[config.mk]
export PLATFORM = sky130hd
export DESIGN_NAME = pktbus_tx_sink
export DESIGN_NICKNAME = d
export VERILOG_FILES = /design/src/rtl/pktbus_pkg.sv /design/src/rtl/pbr_decode.sv /design/src/rtl/pbr_port_track.sv /design/src/rtl/pbr_poll.sv /design/src/rtl/pktbus_tx_sink.sv
export SDC_FILE = /design/constraint.sdc
export NUM_CORES = 1
export LEC_CHECK = 0
export ABC_AREA = 1
export BUFFER_PORTS_ARGS = -buffer_cell sky130_fd_sc_hd__buf_2
export CAP_MARGIN = 10
export CORE_UTILIZATION = 50
export CTS_CLUSTER_SIZE = 24
export DETAILED_ROUTE_END_ITERATION = 8
export GPL_ROUTABILITY_DRIVEN = 0
export PLACE_DENSITY = 0.83
export REMOVE_ABC_BUFFERS = 1
export SLEW_MARGIN = 5
export SYNTH_ARGS = -nofsm -noshare
export SYNTH_HDL_FRONTEND = slang
export SYNTH_SLANG_ARGS = --single-unit
[constraint.sdc]
create_clock -name clk -period 1.6 [get_ports clk]
set_clock_uncertainty 0.2 [all_clocks]
set_input_delay 0.08 -clock clk [delete_from_list [all_inputs] [get_ports clk]]
set_output_delay 0.08 -clock clk [all_outputs]
set_load 0.01 [all_outputs]
[src/rtl/pktbus_pkg.sv]
package pktbus_pkg;

    // Classification of one bus cycle
    typedef enum logic [1:0] {
        CYC_IDLE = 2'd0,
        CYC_SEL  = 2'd1,
        CYC_WORD = 2'd2
    } cyc_kind_e;

    function automatic cyc_kind_e classify(input logic en_n, input logic sel);
        if (!en_n)
            return CYC_WORD;
        else if (sel)
            return CYC_SEL;
        else
            return CYC_IDLE;
    endfunction

endpackage

[src/rtl/pbr_decode.sv]
module pbr_decode
    import pktbus_pkg::*;
#(
    parameter int DW = 32,
    parameter int NP = 4,
    parameter int NB = DW / 8,
    parameter int MW = $clog2(NB),
    parameter int PW = $clog2(NP)
) (
    input  logic          en_n,
    input  logic          sel,
    input  logic [MW-1:0] mod,
    input  logic          eop,
    input  logic [DW-1:0] data,
    output cyc_kind_e     kind,
    output logic [PW-1:0] port,
    output logic [NB-1:0] be,
    output logic          mod_bad
);

    always_comb begin
        kind    = classify(en_n, sel);
        port    = data[PW-1:0];
        mod_bad = !eop && (mod != '0);
    end

    // Byte i is valid unless it lies among the `mod` lowest bytes of a final word
    for (genvar i = 0; i < NB; i++) begin : g_be
        assign be[i] = eop ? (i >= int'(mod)) : 1'b1;
    end

endmodule

[src/rtl/pbr_port_track.sv]
module pbr_port_track (
    input  logic clk,
    input  logic rst_n,
    input  logic hit,
    input  logic sop,
    input  logic eop,
    input  logic mod_bad,
    output logic err
);

    typedef struct packed {
        logic open;
        logic err;
    } trk_t;

    trk_t st_d, st_q;

    always_comb begin
        st_d     = st_q;
        st_d.err = 1'b0;
        if (hit) begin
            st_d.err = mod_bad || (sop && st_q.open);
            if (sop)
                st_d.open = !eop;
            else if (eop)
                st_d.open = 1'b0;
        end
    end

    always_ff @(posedge clk) begin
        if (!rst_n)
            st_q <= '0;
        else
            st_q <= st_d;
    end

    assign err = st_q.err;


    err_after_hit_chk: assert property (@(posedge clk) disable iff (!rst_n)
        err |-> $past(hit));


    resop_err_chk: assert property (@(posedge clk) disable iff (!rst_n)
        (hit && sop && st_q.open) |=> err);

endmodule

[src/rtl/pbr_poll.sv]
module pbr_poll #(
    parameter int NP    = 4,
    parameter int SW    = 4,
    parameter int BURST = 8,
    parameter int PW    = $clog2(NP)
) (
    input  logic             clk,
    input  logic             rst_n,
    input  logic [PW-1:0]    addr,
    input  logic [NP*SW-1:0] space,
    output logic             avail
);

    logic [NP-1:0] room;

    for (genvar p = 0; p < NP; p++) begin : g_room
        assign room[p] = space[p*SW +: SW] >= SW'(BURST);
    end

    typedef struct packed {
        logic avail;
    } poll_t;

    poll_t st_d, st_q;

    always_comb begin
        st_d       = st_q;
        st_d.avail = room[addr];
    end

    always_ff @(posedge clk) begin
        if (!rst_n)
            st_q <= '0;
        else
            st_q <= st_d;
    end

    assign avail = st_q.avail;

endmodule

[src/rtl/pktbus_tx_sink.sv]
module pktbus_tx_sink
    import pktbus_pkg::*;
#(
    parameter int DW    = 32,
    parameter int NP    = 4,
    parameter int SW    = 4,
    parameter int BURST = 8
) (
    input  logic                   clk,
    input  logic                   rst_n,
    input  logic                   tx_en_n,
    input  logic                   tx_sel,
    input  logic [$clog2(DW/8)-1:0] tx_mod,
    input  logic                   tx_sop,
    input  logic                   tx_eop,
    input  logic [DW-1:0]          tx_data,
    input  logic [$clog2(NP)-1:0]  poll_addr,
    input  logic [NP*SW-1:0]       port_space,
    output logic [NP-1:0]          out_valid,
    output logic [DW-1:0]          out_data,
    output logic [DW/8-1:0]        out_be,
    output logic                   out_sop,
    output logic                   out_eop,
    output logic [NP-1:0]          out_err,
    output logic                   pkt_avail
);

    localparam int NB = DW / 8;
    localparam int MW = $clog2(NB);
    localparam int PW = $clog2(NP);

    cyc_kind_e     kind;
    logic [PW-1:0] dec_port;
    logic [NB-1:0] dec_be;
    logic          mod_bad;

    pbr_decode #(.DW(DW), .NP(NP), .NB(NB), .MW(MW), .PW(PW)) u_dec (
        .en_n    (tx_en_n),
        .sel     (tx_sel),
        .mod     (tx_mod),
        .eop     (tx_eop),
        .data    (tx_data),
        .kind    (kind),
        .port    (dec_port),
        .be      (dec_be),
        .mod_bad (mod_bad)
    );

    typedef struct packed {
        logic [PW-1:0] sel;
        logic [NP-1:0] vld;
        logic [DW-1:0] data;
        logic [NB-1:0] be;
        logic          sop;
        logic          eop;
    } top_t;

    top_t st_d, st_q;
    logic [NP-1:0] hit;

    always_comb begin
        st_d     = st_q;
        st_d.vld = '0;
        unique case (kind)
            CYC_SEL:  st_d.sel = dec_port;
            CYC_WORD: begin
                st_d.vld[st_q.sel] = 1'b1;
                st_d.data          = tx_data;
                st_d.be            = dec_be;
                st_d.sop           = tx_sop;
                st_d.eop           = tx_eop;
            end
            default: ;
        endcase
    end

    always_ff @(posedge clk) begin
        if (!rst_n)
            st_q <= '0;
        else
            st_q <= st_d;
    end

    for (genvar p = 0; p < NP; p++) begin : g_port
        assign hit[p] = (kind == CYC_WORD) && (st_q.sel == PW'(p));
        pbr_port_track u_trk (
            .clk     (clk),
            .rst_n   (rst_n),
            .hit     (hit[p]),
            .sop     (tx_sop),
            .eop     (tx_eop),
            .mod_bad (mod_bad),
            .err     (out_err[p])
        );
    end

    pbr_poll #(.NP(NP), .SW(SW), .BURST(BURST), .PW(PW)) u_poll (
        .clk   (clk),
        .rst_n (rst_n),
        .addr  (poll_addr),
        .space (port_space),
        .avail (pkt_avail)
    );

    assign out_valid = st_q.vld;
    assign out_data  = st_q.data;
    assign out_be    = st_q.be;
    assign out_sop   = st_q.sop;
    assign out_eop   = st_q.eop;


    one_port_chk: assert property (@(posedge clk) disable iff (!rst_n)
        $onehot0(out_valid));


    word_source_chk: assert property (@(posedge clk) disable iff (!rst_n)
        (|out_valid) |-> $past(!tx_en_n));


    quiet_cycle_chk: assert property (@(posedge clk) disable iff (!rst_n)
        tx_en_n |=> (out_valid == '0));


    sel_hold_chk: assert property (@(posedge clk) disable iff (!rst_n)
        !(tx_en_n && tx_sel) |=> $stable(st_q.sel));


    full_mask_chk: assert property (@(posedge clk) disable iff (!rst_n)
        ((|out_valid) && !out_eop) |-> (&out_be));


    top_byte_chk: assert property (@(posedge clk) disable iff (!rst_n)
        ((|out_valid) && out_eop) |-> out_be[NB-1]);

endmodule

==> impl_metrics.toml, run 1 <==
[cts]
cts_max_level = 2
numClockSinks = 53
clock_latency_ns = 0.30
post_cts_buffers = 0
cts-root-buf = "clkbuf_8"
numCtsBuffers = 5
clock_path_buffers = 2
cts_tree = "done"
clkSlewWorstSetupHoldPaths_ns = 0.10

[final_layout]
area_growth_pct = 35.5
design_area_mm2 = 0.00306
layout.nets = 449
layout_commonest_cell = "buf_2"
n_antenna_cell = 0
drive_gt1_share_pct = 28.1
final_cell_mix = "buf_2 (92), nor2_1 (75), dfxtp_1 (53)"

[sta]
hold_ws_ns = -0.0672
hold_viol_final = 1
fin_crit_ns = 1.53
timing.fmax_ghz = 0.652
worst_slew_pin_slew_ns = 0.496
setup_viol = 0
slew_headroom_pct = 66.6
rsz0062_at_grt = "no"
timing.final.crit_share_pct = 95.9
drv_slew = 0
setup_tns_ns = 0

[floorplanning]
dieArea_mm2 = 0.00479
die_x_um = 69.2
io_pins = 105
start_util_pct = 51.8
core_mm2 = 0.00435
num_rows = 24
die_h_um = 69.2

[yosys]
ys_seq_area_share_pct = 47.0
synthCells = 292
ys_warn_count = 0
synth_area_mm2 = 0.00226
synth_top_cells_by_area = "dfxtp_1 (47%), buf_4 (16%), nor2_1 (12%)"
yosysTopAreaCellShare_pct = 47.0
yosys.area.top_type = "dfxtp_1"
ys_types = 17
ys_seq_elements = 53
synth_area_per_cell_um2 = 7.73

[setup_path]
crit_path_max_fanout = 2
crit_start = "tx_data[0]"
worstReg2RegStart = "st_q[42]"
start_kind = "input pin"
worstPathArrival_ns = 1.54
crit_required_ns = 1.60
crit_type = "input pin to flip-flop"
endpoint_kind = "flip-flop"

[routing]
routedWlPerCell_um = 11.2
firstDrtPassIters = 4
num_vias = 2041
drt_iter0_markers = 81
ant_nets = 0
drcViolationCount = 0
viasPerCell = 4.60
drt_wl_total_um = 4960

[power]
peakVddDrop_mv = 0.536
leakage_uw = 0.00154
power_density_mw_per_mm2 = 961

[outcome]
failed_checks = "negative hold slack"
status = "finished with violations"

[placed_design]
portBuffers = 92
hpwl_um = 2940
dpl_cell_area_mm2 = 0.00240

[grt]
grt_max_degree = 45
overflow = 0
grt_antenna_before_repair = 0
grtUsageTotal_pct = 21.2
grt_pass1_wl_um = 8290
grt_pass1_vias = 1903

[min_path]
hp-class = "input pin to flip-flop"
hold_start = "port_space[11]"

[run]
cap_violations = 0
[power by group]
part           leakage [µW]  internal [µW]  switching [µW]  total (µW)
Sequential         0.000438           1400            40.0        1440
Clock             0.0000681            621             422        1040
Combinational       0.00103            235             221         456
Total               0.00154           2260             683        2940
[metal layers]
metal,track usage (%),vias to the layer above,wire [µm]
li1,-,1063,-
met1,24.5,900,2170
met2,38.6,72,2480
met3,5.81,6,266
met4,4.99,0,39
met5,0,-,0
[critical path, stage by stage]
cell and delay, ns:
dlygate4sd3_1 0.54, buf_2 0.13, o21ai_0 0.16, dlygate4sd3_1 0.58, nor2_1 0.05
[path summary, 6_finish.rpt]
path	end	slack, ns	cells after the start
setup reg to reg	st_q[42]	0.19	3
setup / recovery	out_data[0]	0.07	5
hold reg to reg	g_port[0].u_trk.st_q[1]	0.25	2
hold / removal	u_poll.avail	-0.07	5
[cell usage after synthesis, drive strengths merged]
library cell and n:
a21oi 13, dfxtp 53, nor2 77, clkbuf 2
inv 23, buf 54, nand4 1, nand2 21
nand3 9, o21ai 39
[timing repair]
| action | CTS | global route |
|---|---|---|
| setup endpoints to repair | 0 | 4 |
| endpoints found under the hold margin | 47 | 0 |
| resized for setup | 0 | 3 |
| hold buffers | 53 | 0 |
[logic make-up (layout without fill, tap and decap cells)]
group	Yosys count	in the layout	share of synthesized area, %
buf+inv	79	179	22.2
flops	53	53	47.0
simple gates	108	108	19.2
compound gates	52	52	11.5
[registers in the layout (all words and copies together), names as in the netlist]
signal,flops
out_valid,4
u_poll.avail,1
out_sop,1
out_data,32
g_port.u_trk.err,4
out_be,4
out_eop,1
st_q,2
g_port.u_trk.st_q,4
[cell type report]
type                    count  area, µm²
clock buffers               5       68.8
clock inverters             3       65.1
fillers                   359       1290
inverters                  23       91.3
multi-input cells         160        697
flip-flops and latches     53       1060
well taps                  52       65.1
repair buffers            148       1010
[per-stage QoR]
step	hold WS, ns	setup WS [ns]	cells	util [%]	total power (µW)
after floorplan	-0.0306	0.568	236	-	1630
after global placement	0.110	0.394	384	55.2	1810
after detailed placement	0.114	0.351	384	55.2	1820
after CTS	0.0171	0.0639	445	70.4	2960
after global routing	0.00579	0.00656	444	70.3	3080
final	-0.0672	0.0663	444	70.3	2940
(Power assumes the default switching activity.)
==> run 2: changes to the inputs <==
CORE_UTILIZATION = 52   (was 50)
PLACE_DENSITY = 0.86   (was 0.83)
SYNTH_HIERARCHICAL = 1   (was not set)
==> run 2 against run 1 <==
Net effect: the flow now finishes without violations; final area up 11%; die area grew 11%; total power is 4.4% higher; critical path type is now flip-flop to flip-flop.
==> impl_metrics.toml, run 2 <==
[sta]
timing.final.crit_share_pct = 76.3
timing.fmax_ghz = 0.819
rsz0062_at_grt = "no"
setup_viol = 0
hold_viol_final = 0
drv_slew = 0
fin_crit_ns = 1.22
setup_slack_ns = 0.379

[cts]
clock_path_buffers = 2
cts-root-buf = "clkbuf_8"
numCtsBuffers = 5
numClockSinks = 53
cts_tree = "done"
cts_max_level = 2
clkSlewWorstSetupHoldPaths_ns = 0.09
clock_latency_ns = 0.30

[final_layout]
n_antenna_cell = 0
drive_gt1_share_pct = 26.0
final_cells = 540
layout_commonest_cell = "nor2_1"
fill_cells = 382
layout.nets = 530
final_cell_mix = "nor2_1 (99), buf_2 (92), nand2_1 (63)"
area_growth_pct = 30.1
design_area_mm2 = 0.00340
largest_register_ffs = 32
final_core_util_pct = 71.0

[grt]
grt_antenna_before_repair = 0
grt_max_degree = 51
grt_pass1_wl_um = 9800
overflow = 0
grtUsageTotal_pct = 24.1
grt_pass1_vias = 2263

[yosys]
synth_top_cells_by_area = "dfxtp_1 (41%), nor2_1 (14%), buf_4 (14%)"
yosys.area.top_type = "dfxtp_1"
synth-compound-area-share_pct = 1.92
ys_seq_elements = 53
ys_seq_area_share_pct = 40.6
async_reset_ff_share_pct = 0
ys_top_cells_by_count = "nor2_1 (99), nand2_1 (63), dfxtp_1 (53)"
synth_edf_count = 0
synth_area_per_cell_um2 = 6.80
synth_fa_ha_area_share_pct = 0
synth_area_mm2 = 0.00261
synth-simple-area-share_pct = 33.7
synthCells = 384
yosysTopAreaCellShare_pct = 40.6
synth_top_family_by_area = "simple AND/OR/NAND/NOR gates"
yosys_most_used_dff = "dfxtp_1"
ys_types = 16
muxShareOfSynthArea_pct = 0
ys_warn_count = 6
synthXorXnorAreaFrac_pct = 0
yosysMostFrequentCell = "nor2_1"

[floorplanning]
die_h_um = 72.9
core_mm2 = 0.00479
die_x_um = 72.9
start_util_pct = 54.6
dieArea_mm2 = 0.00531
io_pins = 105
num_rows = 25

[routing]
top_layer = "met4"
firstDrtPassIters = 4
drcViolationCount = 0
route.layer.met1.wl_um = 2450
ant_nets = 0
wl_met3_um = 312
wl_met2_um = 3320
drt_wl_total_um = 6150
drt_iter0_markers = 114
num_vias = 2454
routedWlPerCell_um = 11.4
viasPerCell = 4.54

[setup_path]
endpoint_kind = "flip-flop"
ff2ff_path_depth = 6
crit_type = "flip-flop to flip-flop"
crit_required_ns = 1.60
start_kind = "flip-flop"
worstPathArrival_ns = 1.22
crit_path_max_fanout = 4

[power]
finalPower_uw = 3070
leakage_uw = 0.00189
power_density_mw_per_mm2 = 902
peakVddDrop_mv = 0.482

[placed_design]
portBuffers = 92
dpl_cell_area_mm2 = 0.00284
dp_slack_ns = 0.333
dp.cells = 490
hpwl_um = 3570

[min_path]
whs_path_depth = 4
hp-class = "input pin to flip-flop"

[run]
cap_violations = 0

[outcome]
status = "completed"
[run 2: cell types whose count changed after synthesis, moves of 4 or more]
cell / change
nand2_1: +42
inv_1: +30
nand3_1: +25
nor2_1: +24
nand3_2: +9
a21oi_1: -4
o21ai_0: -38
clkbuf_1: +6
[run 2: through the flow]
step | hold WS [ns] | setup TNS [ns]
finish | 0.0213 | 0
CTS | 0.0135 | 0
detailed placement | 0.169 | 0
global placement | 0.162 | 0
floorplan | -0.0108 | -31.61
global route | 0.0276 | 0
[run 2: final timing paths]
check / slack, ns / endpoint / from
worst max-delay path: 0.38 / g_port[0].u_trk/st_q[1] / st_q[42]
worst min-delay path: 0.02 / out_data[1] / rst_n
worst max register to register: 0.38 / g_port[0].u_trk/st_q[1] / st_q[42]
worst min register to register: 0.28 / out_data[5] / out_data[5]
[run 2: cells by family (layout without fill, tap and decap cells)]
family                 Yosys count  count (layout)
and+or+nand+nor                206             206
buffers and inverters          114             203
DFF                             53              53
AOI/OAI and AO/OA               10              10
other                            1               1
[run 2: routing by layer]
metal	up-vias	GRT usage [%]
li1	1272	-
met1	1093	25.3
met2	81	46.8
met3	8	6.08
met4	0	6.97
met5	-	0
[run 2: repair_timing]
item,in CTS,in global routing
endpoints found under the hold margin,48,1
setup buffers,0,0
hold buffers,41,3
endpoints found under the setup margin,0,1
gates resized for setup,0,2
[run 2: cell type report]
cell class / count / area [µm²] / share of cell area, %
Sequential cell: 53 / 1060 / 31.2
Timing Repair Buffer: 141 / 971 / 28.6
Multi-Input combinational cell: 217 / 947 / 27.9
Inverter: 54 / 203 / 5.96
Tap cell: 67 / 83.8 / 2.47
Clock buffer: 5 / 68.8 / 2.02
Clock inverter: 3 / 65.1 / 1.91
[run 2: power breakdown]
part / switching (µW) / internal, µW / leakage, µW
logic: 302 / 270 / 0.00139
registers: 41.1 / 1400 / 0.000437
clock network: 429 / 621 / 0.0000681
total: 772 / 2290 / 0.00189
[run 2: critical path: stages, from the launching register on]
cell,delay (ns)
dfxtp_1,0.34
inv_1,0.08
nand2_1,0.07
nor2_1,0.23
nand2_1,0.08
nand2_1,0.07
nor2_1,0.05
==> run 3: changes to the inputs <==
CORE_UTILIZATION = 44   (was 52)
PLACE_DENSITY = 0.78   (was 0.86)
clock period = 1.1 ns   (was 1.6 ns; I/O delays follow)
==> run 3 against run 2 <==
Net effect: the flow now finishes with violations (negative hold slack, negative setup slack); clock power is essentially flat; sequential power grew 46%; flip-flop and latch count is the same; maximum frequency grew 9.4%; largest cell class is now buffers; count of clock-buffer cells in the layout grew 2; setup slack lost 0.40 ns; critical path depth is the same; routed wire length grew 2.3%; critical path type unchanged; combinational power grew 57%; via count grew 2.0%.
==> impl_metrics.toml, run 3 (synthesis gave the netlist of run 2 again) <==
[setup_path]
cpPeakStageDelay_ns = 0.37
cp_common_cell = "nand2_1"
cp_cell_sequence = "inv_2, nand2_2, nor2_4, nand2_1, nand2_1, nor2_1"
start_kind = "flip-flop"
crit_slowest_cell = "dfxtp_4"
crit_required_ns = 1.10
crit_type = "flip-flop to flip-flop"
crit_path_max_fanout = 4
r2r_slack_ns = -0.02
critical-path-top-delay-family = "flip-flops"
timing.critical_path.buf_inv = 1
endpoint_kind = "flip-flop"
worstPathArrival_ns = 1.11

[sta]
drv_slew = 0
timing.final.crit_share_pct = 101
timing.fmax_ghz = 0.896
fin_crit_ns = 1.12
setup_viol = 2
hold_ws_ns = -0.0242
rsz0062_at_grt = "yes"
setup_tns_ns = -0.0157
setup_slack_ns = -0.0155
hold_viol_final = 7

[floorplanning]
die_h_um = 79.1
die_x_um = 79.1
io_pins = 105
num_rows = 27
start_util_pct = 46.6
dieArea_mm2 = 0.00625
core_mm2 = 0.00561

[min_path]
hp-class = "input pin to flip-flop"

[run]
cap_violations = 0

[power]
peakVddDrop_mv = 0.519
power_density_mw_per_mm2 = 1150
leakage_uw = 0.00196
finalPower_uw = 4080

[final_layout]
final_core_util_pct = 63.3
area_growth_pct = 35.8
n_antenna_cell = 0
layout_commonest_cell = "nor2_1"
layout.nets = 541
final_cell_mix = "nor2_1 (93), buf_2 (91), nand2_1 (59)"
largest_register_ffs = 32
drive_gt1_share_pct = 29.4

[cts]
clock_latency_ns = 0.30
cts-root-buf = "clkbuf_8"
numClockSinks = 53
cts_tree = "done"
clock_path_buffers = 2
holdBufCountCts = 44
clkSlewWorstSetupHoldPaths_ns = 0.09
numCtsBuffers = 5
cts_max_level = 2

[grt]
grt_pass1_wl_um = 9980
overflow = 0
grt_max_degree = 26
grtUsageTotal_pct = 20.2
grt_pass1_vias = 2315
grt_antenna_before_repair = 0

[routing]
ant_nets = 0
viasPerCell = 4.51
firstDrtPassIters = 6
drt_iter0_markers = 93
drcViolationCount = 0
routedWlPerCell_um = 11.3
drt_wl_total_um = 6300
num_vias = 2503

[placed_design]
dp_slack_ns = -0.0956
hpwl_um = 3810
portBuffers = 92

[outcome]
failed_checks = "negative hold slack, negative setup slack"
status = "finished with violations"
[run 3: cell count changes in the layout (fill, tap and decap cells not counted), sizes merged]
cell / previous run / this run
clkinv: 1 / 0
clkbuf: 5 / 9
dlygate4sd3: 42 / 43
bufinv: 2 / 0
buf: 99 / 106
dlymetal6s4s: 0 / 1
[run 3: final timing paths]
check | from | end | cells after the start
setup / recovery | st_q[43] | g_port[1].u_trk/st_q[1] | 6
setup reg to reg | st_q[43] | g_port[1].u_trk/st_q[1] | 6
hold reg to reg | out_be[0] | out_be[0] | 2
hold / removal | tx_eop | g_port[3].u_trk/err | 4
[run 3: repair_timing]
item	4_1_cts	5_1_grt
pin swaps	3	4
setup buffers	0	1
gates resized for setup	5	21
cloned	0	2
setup endpoints to repair	5	15
hold endpoints to repair	48	2
[run 3: cell type report]
cell class	instances	area (µm²)
multi-input combinational	217	983
clock buffer	7	86.3
sequential	53	1070
inverter	54	205
fill	498	2060
tap	72	90.1
timing repair buffer	152	1110
[run 3: power breakdown]
group          switching (µW)  internal, µW
Sequential               63.7          2040
Clock                     581           501
Combinational             456           446
[run 3: metal layers]
layer  vias up  GRT usage [%]  share of wire [%]
met2        90           37.4                 52
met4         0           7.09                1.6
met1      1113           22.1                 41
li1       1289              -                  -
met5         -              0                  0
met3        11           4.94                5.3
[run 3: tightest hold or removal path, delay by kind of cell]
kind	cells	cell delay, ns
AOI/OAI and AO/OA	1	0.11
and+or+nand+nor	2	0.12
buffers and inverters	1	0.14
[run 3: metrics by stage]
stage	instances	instance area, µm²
after floorplan	324	2200
after global placement	501	2900
after detailed placement	501	2900
after CTS	552	3440
after global routing	555	3550
final	555	3550
